### src/rtl/phs_pkg.sv
package phs_pkg;

    typedef enum logic [2:0] {
        ST_GATHER = 3'd0,
        ST_REPLAY = 3'd1,
        ST_STREAM = 3'd2,
        ST_AWAIT  = 3'd3,
        ST_EMIT   = 3'd4
    } phs_state_e;

endpackage

### src/rtl/phs_head_store.sv
module phs_head_store #(
    parameter int DATA_W = 32,
    parameter int DEPTH  = 57,
    parameter int IDX_W  = 6
) (
    input  logic              clk,
    input  logic              rst_n,
    input  logic              we,
    input  logic [IDX_W-1:0]  waddr,
    input  logic [DATA_W-1:0] wdata,
    input  logic [IDX_W-1:0]  raddr,
    output logic [DATA_W-1:0] rdata
);

    logic [DATA_W-1:0] mem [DEPTH];

    always_ff @(posedge clk) begin
        if (we) begin
            mem[waddr] <= wdata;
        end
    end

    assign rdata = mem[raddr];

    // writes never land outside the beat store
    assert_store_waddr_R2: assert property (@(posedge clk) disable iff (!rst_n)
        we |-> (int'(waddr) < DEPTH));

    // reads stay inside the beat store
    assert_store_raddr_R2: assert property (@(posedge clk) disable iff (!rst_n)
        int'(raddr) < DEPTH);

endmodule

### src/rtl/phs_ctrl.sv
module phs_ctrl
    import phs_pkg::*;
#(
    parameter int BEAT_BYTES = 4,
    parameter int NB_W       = 3,
    parameter int IDX_W      = 6,
    parameter int LEN_W      = 16,
    parameter int HANDLE_W   = 16,
    parameter int HEAD_WORDS = 48,
    parameter int BUF_WORDS  = 57,
    parameter int SPLIT_THR  = 225
) (
    input  logic                clk,
    input  logic                rst_n,
    input  logic                in_valid,
    input  logic                in_sop,
    input  logic                in_eop,
    input  logic [NB_W-1:0]     in_nbytes,
    input  logic                in_ctrl,
    output logic                in_ready,
    input  logic                tail_ready,
    input  logic                tail_done,
    input  logic [HANDLE_W-1:0] tail_handle,
    input  logic                par_ready,
    output logic                tail_valid,
    output logic                tail_sop,
    output logic                tail_eop,
    output logic [NB_W-1:0]     tail_nbytes,
    output logic                tail_from_buf,
    output logic                par_valid,
    output logic                par_sop,
    output logic                par_eop,
    output logic [NB_W-1:0]     par_nbytes,
    output logic                buf_we,
    output logic [IDX_W-1:0]    buf_waddr,
    output logic [IDX_W-1:0]    buf_raddr,
    output logic [LEN_W-1:0]    meta_len,
    output logic                meta_ctrl,
    output logic                meta_split,
    output logic [HANDLE_W-1:0] meta_handle
);

    localparam logic [NB_W-1:0]  FULL_NB   = NB_W'(BEAT_BYTES);
    localparam logic [IDX_W-1:0] HEAD_IDX  = IDX_W'(HEAD_WORDS);
    localparam logic [IDX_W-1:0] HEAD_LAST = IDX_W'(HEAD_WORDS - 1);
    localparam logic [LEN_W-1:0] THR_LEN   = LEN_W'(SPLIT_THR);

    phs_state_e state, state_nxt;

    logic [IDX_W-1:0]    wr_idx, rd_idx, last_idx;
    logic [NB_W-1:0]     last_nb;
    logic [LEN_W-1:0]    byte_cnt;
    logic                cls_q, split_q, ended_q;
    logic [HANDLE_W-1:0] handle_q;

    logic                acc;
    logic [NB_W-1:0]     beat_b;
    logic [LEN_W-1:0]    new_cnt;
    logic                over_thr;
    logic                at_last;

    assign beat_b   = in_eop ? in_nbytes : FULL_NB;
    assign new_cnt  = byte_cnt + LEN_W'(beat_b);
    assign over_thr = new_cnt > THR_LEN;
    assign acc      = in_valid & in_ready;
    assign at_last  = (rd_idx == last_idx);

    // state register
    always_ff @(posedge clk) begin
        if (!rst_n) begin
            state <= ST_GATHER;
        end else begin
            state <= state_nxt;
        end
    end

    // next-state decision
    always_comb begin
        state_nxt = state;
        unique case (state)
            ST_GATHER: begin
                if (acc) begin
                    if (over_thr)
                        state_nxt = ST_REPLAY;
                    else if (in_eop)
                        state_nxt = ST_EMIT;
                end
            end
            ST_REPLAY: begin
                if (tail_ready && at_last)
                    state_nxt = ended_q ? ST_AWAIT : ST_STREAM;
            end
            ST_STREAM: begin
                if (acc && in_eop)
                    state_nxt = ST_AWAIT;
            end
            ST_AWAIT: begin
                if (tail_done)
                    state_nxt = ST_EMIT;
            end
            ST_EMIT: begin
                if (par_ready && at_last)
                    state_nxt = ST_GATHER;
            end
            default: state_nxt = ST_GATHER;
        endcase
    end

    // outputs
    always_comb begin
        in_ready      = 1'b0;
        tail_valid    = 1'b0;
        tail_sop      = 1'b0;
        tail_eop      = 1'b0;
        tail_nbytes   = FULL_NB;
        tail_from_buf = 1'b0;
        par_valid     = 1'b0;
        par_sop       = 1'b0;
        par_eop       = 1'b0;
        par_nbytes    = FULL_NB;
        unique case (state)
            ST_GATHER: begin
                in_ready = 1'b1;
            end
            ST_REPLAY: begin
                tail_valid    = 1'b1;
                tail_from_buf = 1'b1;
                tail_sop      = (rd_idx == HEAD_IDX);
                tail_eop      = ended_q && at_last;
                tail_nbytes   = (ended_q && at_last) ? last_nb : FULL_NB;
            end
            ST_STREAM: begin
                in_ready    = tail_ready;
                tail_valid  = in_valid;
                tail_eop    = in_eop;
                tail_nbytes = in_eop ? in_nbytes : FULL_NB;
            end
            ST_AWAIT: begin
                in_ready = 1'b0;
            end
            ST_EMIT: begin
                par_valid  = 1'b1;
                par_sop    = (rd_idx == '0);
                par_eop    = at_last;
                par_nbytes = at_last ? last_nb : FULL_NB;
            end
            default: in_ready = 1'b0;
        endcase
    end

    assign buf_we    = (state == ST_GATHER) && acc;
    assign buf_waddr = wr_idx;
    assign buf_raddr = rd_idx;

    // datapath registers
    always_ff @(posedge clk) begin
        if (!rst_n) begin
            wr_idx   <= '0;
            rd_idx   <= '0;
            last_idx <= '0;
            last_nb  <= FULL_NB;
            byte_cnt <= '0;
            cls_q    <= 1'b0;
            split_q  <= 1'b0;
            ended_q  <= 1'b0;
            handle_q <= '0;
        end else begin
            unique case (state)
                ST_GATHER: begin
                    if (acc) begin
                        byte_cnt <= new_cnt;
                        if (in_sop)
                            cls_q <= in_ctrl;
                        if (over_thr) begin
                            split_q  <= 1'b1;
                            ended_q  <= in_eop;
                            last_idx <= wr_idx;
                            last_nb  <= beat_b;
                            rd_idx   <= HEAD_IDX;
                        end else if (in_eop) begin
                            last_idx <= wr_idx;
                            last_nb  <= in_nbytes;
                            rd_idx   <= '0;
                        end else begin
                            wr_idx <= wr_idx + 1'b1;
                        end
                    end
                end
                ST_REPLAY: begin
                    if (tail_ready && !at_last)
                        rd_idx <= rd_idx + 1'b1;
                end
                ST_STREAM: begin
                    if (acc)
                        byte_cnt <= new_cnt;
                end
                ST_AWAIT: begin
                    if (tail_done) begin
                        handle_q <= tail_handle;
                        rd_idx   <= '0;
                        last_idx <= HEAD_LAST;
                        last_nb  <= FULL_NB;
                    end
                end
                ST_EMIT: begin
                    if (par_ready) begin
                        if (at_last) begin
                            wr_idx   <= '0;
                            rd_idx   <= '0;
                            byte_cnt <= '0;
                            split_q  <= 1'b0;
                            ended_q  <= 1'b0;
                            handle_q <= '0;
                        end else begin
                            rd_idx <= rd_idx + 1'b1;
                        end
                    end
                end
                default: wr_idx <= '0;
            endcase
        end
    end

    assign meta_len    = byte_cnt;
    assign meta_ctrl   = cls_q;
    assign meta_split  = split_q;
    assign meta_handle = handle_q;

    // a stalled tail beat keeps its framing
    assert_tail_hold_R8: assert property (@(posedge clk) disable iff (!rst_n)
        (tail_valid && !tail_ready) |=> (tail_valid && $stable(tail_sop)
                                         && $stable(tail_eop) && $stable(tail_nbytes)));

    // a stalled parcel beat keeps framing and metadata
    assert_par_hold_R9: assert property (@(posedge clk) disable iff (!rst_n)
        (par_valid && !par_ready) |=> (par_valid && $stable(par_sop) && $stable(par_eop)
                                       && $stable(meta_len) && $stable(meta_handle)
                                       && $stable(meta_split)));

    // no input accepted while a parcel is offered
    assert_no_accept_in_parcel_R9: assert property (@(posedge clk) disable iff (!rst_n)
        par_valid |-> !in_ready);

    // an unsplit parcel never exceeds the threshold
    assert_unsplit_len_R7: assert property (@(posedge clk) disable iff (!rst_n)
        (par_valid && !meta_split) |-> (meta_len <= THR_LEN));

    // a split parcel always exceeds the threshold
    assert_split_len_R3: assert property (@(posedge clk) disable iff (!rst_n)
        (par_valid && meta_split) |-> (meta_len > THR_LEN));

    // no handle reported for an unsplit packet
    assert_handle_zero_R5: assert property (@(posedge clk) disable iff (!rst_n)
        (par_valid && !meta_split) |-> (meta_handle == '0));

    // a split parcel appears only after the completion pulse
    assert_await_done_R5: assert property (@(posedge clk) disable iff (!rst_n)
        ((state == ST_AWAIT) && !tail_done) |=> !par_valid);

    // final beats report between one and a full beat of bytes
    assert_eop_nbytes_R10: assert property (@(posedge clk) disable iff (!rst_n)
        (par_valid && par_eop) |-> (par_nbytes != '0 && par_nbytes <= FULL_NB));

    // the decision point never runs past the store
    assert_widx_range_R1: assert property (@(posedge clk) disable iff (!rst_n)
        int'(wr_idx) < BUF_WORDS);

    // idle right after reset
    assert_reset_idle_R1: assert property (@(posedge clk)
        !rst_n |=> (!par_valid && !tail_valid));

endmodule

### src/rtl/pkt_head_splitter.sv
module pkt_head_splitter #(
    parameter int BEAT_BYTES = 4,
    parameter int HEAD_BYTES = 192,
    parameter int SPLIT_THR  = 225,
    parameter int LEN_W      = 16,
    parameter int HANDLE_W   = 16
) (
    input  logic                                clk,
    input  logic                                rst_n,
    input  logic                                in_valid,
    output logic                                in_ready,
    input  logic [8*BEAT_BYTES-1:0]             in_data,
    input  logic                                in_sop,
    input  logic                                in_eop,
    input  logic [$clog2(BEAT_BYTES):0]         in_nbytes,
    input  logic                                in_ctrl,
    output logic                                tail_valid,
    input  logic                                tail_ready,
    output logic [8*BEAT_BYTES-1:0]             tail_data,
    output logic                                tail_sop,
    output logic                                tail_eop,
    output logic [$clog2(BEAT_BYTES):0]         tail_nbytes,
    input  logic                                tail_done,
    input  logic [HANDLE_W-1:0]                 tail_handle,
    output logic                                par_valid,
    input  logic                                par_ready,
    output logic [8*BEAT_BYTES-1:0]             par_data,
    output logic                                par_sop,
    output logic                                par_eop,
    output logic [$clog2(BEAT_BYTES):0]         par_nbytes,
    output logic [LEN_W+2+HANDLE_W-1:0]         par_meta
);

    localparam int DATA_W     = 8 * BEAT_BYTES;
    localparam int NB_W       = $clog2(BEAT_BYTES) + 1;
    localparam int HEAD_WORDS = HEAD_BYTES / BEAT_BYTES;
    localparam int BUF_WORDS  = SPLIT_THR / BEAT_BYTES + 1;
    localparam int IDX_W      = $clog2(BUF_WORDS);

    logic                tail_from_buf;
    logic                buf_we;
    logic [IDX_W-1:0]    buf_waddr, buf_raddr;
    logic [DATA_W-1:0]   buf_rdata;
    logic [LEN_W-1:0]    meta_len;
    logic                meta_ctrl, meta_split;
    logic [HANDLE_W-1:0] meta_handle;

    phs_head_store #(
        .DATA_W (DATA_W),
        .DEPTH  (BUF_WORDS),
        .IDX_W  (IDX_W)
    ) u_store (
        .clk   (clk),
        .rst_n (rst_n),
        .we    (buf_we),
        .waddr (buf_waddr),
        .wdata (in_data),
        .raddr (buf_raddr),
        .rdata (buf_rdata)
    );

    phs_ctrl #(
        .BEAT_BYTES (BEAT_BYTES),
        .NB_W       (NB_W),
        .IDX_W      (IDX_W),
        .LEN_W      (LEN_W),
        .HANDLE_W   (HANDLE_W),
        .HEAD_WORDS (HEAD_WORDS),
        .BUF_WORDS  (BUF_WORDS),
        .SPLIT_THR  (SPLIT_THR)
    ) u_ctrl (
        .clk           (clk),
        .rst_n         (rst_n),
        .in_valid      (in_valid),
        .in_sop        (in_sop),
        .in_eop        (in_eop),
        .in_nbytes     (in_nbytes),
        .in_ctrl       (in_ctrl),
        .in_ready      (in_ready),
        .tail_ready    (tail_ready),
        .tail_done     (tail_done),
        .tail_handle   (tail_handle),
        .par_ready     (par_ready),
        .tail_valid    (tail_valid),
        .tail_sop      (tail_sop),
        .tail_eop      (tail_eop),
        .tail_nbytes   (tail_nbytes),
        .tail_from_buf (tail_from_buf),
        .par_valid     (par_valid),
        .par_sop       (par_sop),
        .par_eop       (par_eop),
        .par_nbytes    (par_nbytes),
        .buf_we        (buf_we),
        .buf_waddr     (buf_waddr),
        .buf_raddr     (buf_raddr),
        .meta_len      (meta_len),
        .meta_ctrl     (meta_ctrl),
        .meta_split    (meta_split),
        .meta_handle   (meta_handle)
    );

    assign tail_data = tail_from_buf ? buf_rdata : in_data;
    assign par_data  = buf_rdata;
    assign par_meta  = {meta_handle, meta_split, meta_ctrl, meta_len};

    // parcel data holds while the dispatcher stalls
    assert_par_data_hold_R9: assert property (@(posedge clk) disable iff (!rst_n)
        (par_valid && !par_ready) |=> $stable(par_data));

    // replayed tail data holds while the buffer stalls
    assert_tail_data_hold_R8: assert property (@(posedge clk) disable iff (!rst_n)
        (tail_valid && !tail_ready && tail_from_buf) |=> $stable(tail_data));

endmodule

### config.mk
export PLATFORM = sky130hd
export DESIGN_NAME = pkt_head_splitter
export DESIGN_NICKNAME = d
export VERILOG_FILES = /design/src/rtl/phs_pkg.sv /design/src/rtl/phs_head_store.sv /design/src/rtl/phs_ctrl.sv /design/src/rtl/pkt_head_splitter.sv
export SDC_FILE = /design/constraint.sdc
export NUM_CORES = 2
export LEC_CHECK = 0
export BUFFER_PORTS_ARGS = -buffer_cell sky130_fd_sc_hd__buf_2
export CORE_UTILIZATION = 39
export CTS_CLUSTER_DIAMETER = 60
export DETAILED_ROUTE_END_ITERATION = 12
export SLEW_MARGIN = 40
export SYNTH_ARGS = -nofsm -noshare
export SYNTH_HDL_FRONTEND = slang
export SYNTH_HIERARCHICAL = 1
export SYNTH_SLANG_ARGS = --single-unit
### constraint.sdc
create_clock -name clk -period 9.6 [get_ports clk]
set_clock_uncertainty 0.15 [all_clocks]
set_input_delay 0 -clock clk [delete_from_list [all_inputs] [get_ports clk]]
set_output_delay 0 -clock clk [all_outputs]
set_load 0.01 [all_outputs]
* After elaboration in Yosys (flattened, before gate mapping)
Memories as Yosys holds them, arrays and structs flattened. A register that Yosys moved wholly into a read port is not among the register bits.
Index checks and enable logic that the tools add are counted.
** Storage, ports and cells
- Flip-flop bits (word level) :: 59
- Bits in writable memories :: 1824
- Input port bits :: 60
- Output and inout bits :: 111
- Logic and storage cells :: 124
- Memories kept :: 1
** Operators by class
- $add $sub $neg :: 3
- Magnitude comparators :: 1
- Eq/ne operators :: 19
- Muxes and demuxes :: 64
- Bitwise gates (word level) :: 2
- Reduce and logical (&&, ||, !) cells :: 24
** Memories
- u_store.mem :: depth 57, width 32, rd ports 1, clocked after memory_dff 1, write ports 1, line phs_head_store.sv:15 : logic [DATA_W-1:0] mem [DEPTH];
** Operator list (count)
- two-way mux 6 bit :: 18
- two-way mux 16 bit :: 4
- case mux 16 bit (2 select lines) :: 2
- two-way mux 3 bit :: 14
- two-way mux 32 bit :: 1
- case mux 6 bit (4 select lines) :: 1
- case mux 6 bit (3 select lines) :: 1
- AND reduction 6 bit :: 3
- adder 16 x 3 -> 16 bit :: 1
- > comparator 16 x 8 -> 1 bit (second input constant) :: 1
- != test 2 x 1 -> 1 bit (second input constant) :: 8
- case mux 3 bit (5 select lines) :: 1
- two-way mux 1 bit :: 14
- adder 6 x 1 -> 6 bit (second input constant) :: 2
- case mux 3 bit (2 select lines) :: 2
- case mux 6 bit (2 select lines) :: 1
- AND reduction 4 bit :: 3
- case mux 1 bit (2 select lines) :: 5
- != test 2 bit (second input constant) :: 4
- nonzero test 2 bit :: 4
- == test 3 x 2 -> 1 bit (second input constant) :: 2
- == test 6 bit :: 1
- == test 6 bit (second input constant) :: 1
- logical AND 1 bit :: 6
- other kinds (13) :: 13

* Depth between registers and ports, before layout
- Depth in word-level cells :: 8
- Depth in mapped cells :: 12
- Depth with buffers taken out :: 10

* Cells and area by module
The synthesis kept the hierarchy.
** Modules (own cells, without submodules)
- phs_head_store :: instances 1, cells an instance 3253, area each 70058.4 µm², sequential area each 54772.5 µm²
- phs_ctrl :: instances 1, cells an instance 446, area each 3482.1 µm², sequential area each 1181.1 µm²
- pkt_head_splitter :: instances 1, cells an instance 38, area each 559.3 µm², sequential area each 0.0 µm²

* Least setup slack after synthesis
No wires, ideal clock.
- Kind :: register -> register
- Start point :: register u_ctrl.state[1]
- End point :: memory u_store.mem[32][0], enable pin
- Library setup time :: 0.461 ns
- Arrival :: 3.812 ns
- Required time :: 8.989 ns
- Slack :: 5.177 ns
- Stages on the path, launching flop included :: 8
- Buffers on the path :: 2
- Period minus slack after synthesis :: 4.423 ns
- Path through :: dfxtp_1 > clkbuf_1 > inv_1 > and3_1 > clkbuf_1 > nand3b_1 > or3_1 > nor3_1
** Between the ends
- Cells in the longest elaborated chain, start to end :: 6
- Elaborated cells between the ends (all ways) :: 7
- Classes of those cells :: eq/ne: 1; mux: 3; bitwise: 1; reduce/logical: 2
** Ends and longest elaborated chain
- from (decl) :: line phs_ctrl.sv:48 : phs_state_e state, state_nxt;
- from (signal assigned) :: line phs_ctrl.sv:73 : state <= state_nxt;
- == test 3 x 2 -> 1 bit / zero test 3 bit (equally long branches) :: line phs_ctrl.sv:121, phs_ctrl.sv:151
- case mux 1 bit (2 select lines) :: line phs_ctrl.sv:121 : unique case (state)
- bitwise AND 1 bit :: line phs_ctrl.sv:65 : assign acc = in_valid & in_ready;
- logical AND 1 bit (*) :: line phs_ctrl.sv:151 : assign buf_we = (state == ST_GATHER) && acc;
- net buf_we :: line pkt_head_splitter.sv:41 : logic buf_we;
- two-way mux 1 bit (*) :: line phs_head_store.sv:18 : if (we) begin
- two-way mux 1 bit (implied by the code) (*) :: line phs_head_store.sv:19 : mem[waddr] <= wdata;
- to (decl) :: line phs_head_store.sv:15
The timed path passes the listed nets; every way through them passes the cells marked *.

==> results.py <==
metrics = {
    "cells_and_area": {
        "drive_gt1_frac": 0.257,
        "layout-area-overhead-vs-synth_pct": 15.6,
        "layout.cell_area.non_filler_mm2": 0.0856,
        "num-nets-final": 4173,
    },
    "yosys": {
        "synth-main-ff-cell": "edfxtp_1",
        "synth.distinct_cells": 79,
        "netlist_instances": 3737,
        "mappedNetlistNets": 3803,
        "post_synthesis_area_per_instance_um2": 19.8,
        "synthArstFlopShare": 0,
        "synth.top_cell.area_share": 0.739,
        "synth_edf_count": 1824,
        "postSynthRegisterBits": 1883,
        "yosys_warnings": 6,
        "synthTopCellsByArea": "edfxtp_1 (74%), mux4_2 (13%), dfxtp_1 (1.6%), nand2_1 (1.5%), mux2i_1 (1.1%)",
        "post-synth-top-area-cell": "edfxtp_1",
        "synth.cell_area_mm2": 0.0741,
        "synth-seq-area-share": 0.755,
    },
    "grt": {
        "pin_count_of_the_biggest_net_entering_global_routing": 110,
        "grt_pass1_wl_mm": 284,
        "grt_pass1_vias": 38600,
        "globalRouteOverflowTotal": 0,
        "grtUsageTotal": 0.207,
        "antenna_violations_before_repair": 25,
    },
    "power": {
        "ir_worst_vdd_mv": 0.144,
        "power-per-cell-area_mw_per_mm2": 199,
        "leakagePower_nw": 26.6,
    },
    "setup_path": {
        "endpoint_kind": "primary output",
        "setup.worst_path.class": "reg2out",
        "start_kind": "register",
        "worst-endpoint-arrival_ps": 4720,
        "worst_path_fanout_max": 36,
        "critical_path_required_ps": 9450,
    },
    "timing": {
        "fmax_mhz": 205,
        "setup-violations-final": 0,
        "final-max-slew-violation-count": 0,
        "finalWorstPathRequiredPeriod_ps": 4870,
        "final_critical_path_setup_slack_ps": 4730,
        "worst_slew_margin_rel": 0.402,
        "period_share": 0.507,
        "finalHoldViolations": 0,
        "worst-slew-pin-transition_ps": 898,
        "rsz_0062_raised_after_global_routing": "no",
        "final.setup.tns_ps": 0,
    },
    "cts": {
        "cts.root.buffer_cell": "clkbuf_16",
        "clock_tree.htree_level_count": 4,
        "clock_tree.buffer_depth": 3,
        "cts_tree": "done",
        "clock_latency_ps": 810,
        "cts-buffers-inserted": 190,
        "clock_edge_transition_at_the_registers_on_the_reported_setup_and_hold_paths_ps": 60,
        "cts_resized": 0,
        "clock_sinks": 1883,
    },
    "die": {
        "dieHeight_um": 438,
        "initial_core_util": 0.394,
        "die_area_mm2": 0.192,
        "floorplan.die.width_um": 438,
        "placement_rows": 159,
        "core_mm2": 0.188,
        "boundaryPins": 171,
    },
    "drt": {
        "dr_total_vias": 38800,
        "post-route-drc-count": 15,
        "postRouteAntennaNets": 0,
        "drt-total-wl_mm": 200,
        "wire_per_inst_um": 29.5,
        "initialDrtViolationCount": 4276,
        "detail_route.first_pass.iterations": 9,
        "route.detailed.vias_per_inst": 5.73,
    },
    "placement": {
        "placedInstanceArea_mm2": 0.0781,
        "post-dp-hpwl_mm": 106,
        "place.gp.congestion": 0.800,
        "numPortBuffers": 170,
        "pre_cts_ws_ps": 5240,
    },
    "hold_path": {
        "hp-class": "in2reg",
    },
    "outcome": {
        "run_status": "finished with violations",
        "violations": "design-rule violations",
    },
    "flow_run": {
        "max-cap-violations": 0,
    },
}
-- registers in the layout, indices dropped and copies added, names as in the netlist --
| register | count |
|---|---|
| u_ctrl/buf_raddr | 6 |
| u_ctrl/buf_waddr | 6 |
| u_ctrl/ended_q | 1 |
| u_ctrl/last_idx | 6 |
| u_ctrl/last_nb | 3 |
| u_ctrl/meta_ctrl | 1 |
| u_ctrl/meta_handle | 16 |
| u_ctrl/meta_len | 16 |
| u_ctrl/meta_split | 1 |
| u_ctrl/state | 3 |
| u_store/mem | 1824 |
-- routing by layer --
metal  up-vias  track usage  routed length (um)
met1     20800        0.286               82900
met4         2       0.0618                5650
met3       298       0.0350               14000
met2      1564        0.336               97000
li1      16200            -                   -
met5         -            0                  17
-- layout make-up --
type	count	area, um^2
multi-input cells	1622	17200
repair buffers	393	3100
fillers	15900	103000
diodes	10	25.0
well taps	2495	3120
clock buffers	239	5030
clock inverters	114	1120
flip-flops and latches	1883	56000
inverters	17	68.8
-- cells by family after synthesis --
family	after synthesis	share of synthesized area
simple gates	710	0.0435
buf+inv	232	0.0196
flops	1883	0.755
compound gates	348	0.0324
fa+ha+maj	7	0.00115
xor+xnor	10	0.00118
mux	547	0.147
-- synthesized netlist by cell type (all sizes together) (3+ instances only) --
library cell / count
a211oi: 33
a21o: 3
a21oi: 38
a22oi: 31
a311o: 5
a311oi: 3
a31oi: 32
and2: 10
and3: 17
and4: 3
buf: 143
clkbuf: 72
dfxtp: 59
edfxtp: 1824
ha: 6
inv: 17
mux2: 42
mux2i: 85
mux4: 420
nand2: 299
nand2b: 17
nand3: 140
nand3b: 9
nand4: 11
nor2: 121
nor2b: 17
nor3: 35
nor4: 4
o211ai: 29
o21ai: 68
o221ai: 14
o22ai: 53
o2bb2ai: 3
o311ai: 4
o41ai: 7
or2: 3
or3: 16
or3b: 4
xnor2: 9
-- critical path, cell delays in order (launching register included) --
cell and delay [ps]:
dfxtp_4 720, buf_4 590, or3b_2 770, o22ai_1 170, a211oi_1 740, nand2_1 270
o211ai_1 250, mux2_4 210, buf_2 130
-- placed cells by master (no fill, tap or decap), types with 12 or more instances in the layout --
cell type,netlist,final
dfxtp_1,59,51
nand2_1,299,299
dlygate4sd3_1,0,123
mux2_4,30,30
a22oi_1,31,31
mux2i_1,85,85
o221ai_1,14,14
clkbuf_16,0,194
o211ai_1,29,29
mux2_2,12,12
o21ai_0,57,57
a211oi_1,32,28
buf_2,62,145
clkinv_2,0,27
bufinv_16,0,19
clkbuf_1,72,44
nand3_1,140,140
a21oi_1,38,36
nor2_1,121,66
inv_1,16,14
or3_1,15,15
and3_1,17,17
mux4_2,420,420
buf_4,19,110
edfxtp_1,1824,1824
nor2b_1,17,16
a31oi_1,32,32
o22ai_1,53,53
nand2b_1,17,17
nor2_4,0,53
clkinv_1,0,48
nor3_1,34,28
-- power by group --
| part | internal [mW] | switching, mW |
|---|---|---|
| Clock | 4.23 | 3.11 |
| Combinational | 0.187 | 0.446 |
| Sequential | 9.03 | 0.0158 |
-- per-stage QoR --
step	power, mW	utilization	hold slack [ps]	cells
6_report	17.0	0.455	120	6773
5_1_grt	17.5	0.455	122	6765
4_1_cts	17.1	0.454	72.3	6759
2_1_floorplan	9.47	-	-51.1	3737
3_3_place_gp	9.81	0.414	97.4	6281
3_5_place_dp	9.82	0.415	108	6283
-- path summary, 6_finish.rpt --
check,cells after the start,slack (ps),endpoint,start
min reg2reg,2,330,u_ctrl/last_idx[0],u_ctrl/last_idx[0]
max reg2reg,9,4960,u_ctrl/meta_handle[9],u_ctrl/buf_raddr[2]
max,8,4730,tail_data[2],u_ctrl/buf_raddr[2]
min,2,120,u_store/mem[25][14],in_data[14]
-- timing repair --
action | in CTS | in global routing
hold buffers | 123 | 0
setup buffers | 0 | 0
hold endpoints to repair | 1883 | 0
No activity file was read; power rests on OpenSTA's default activity.
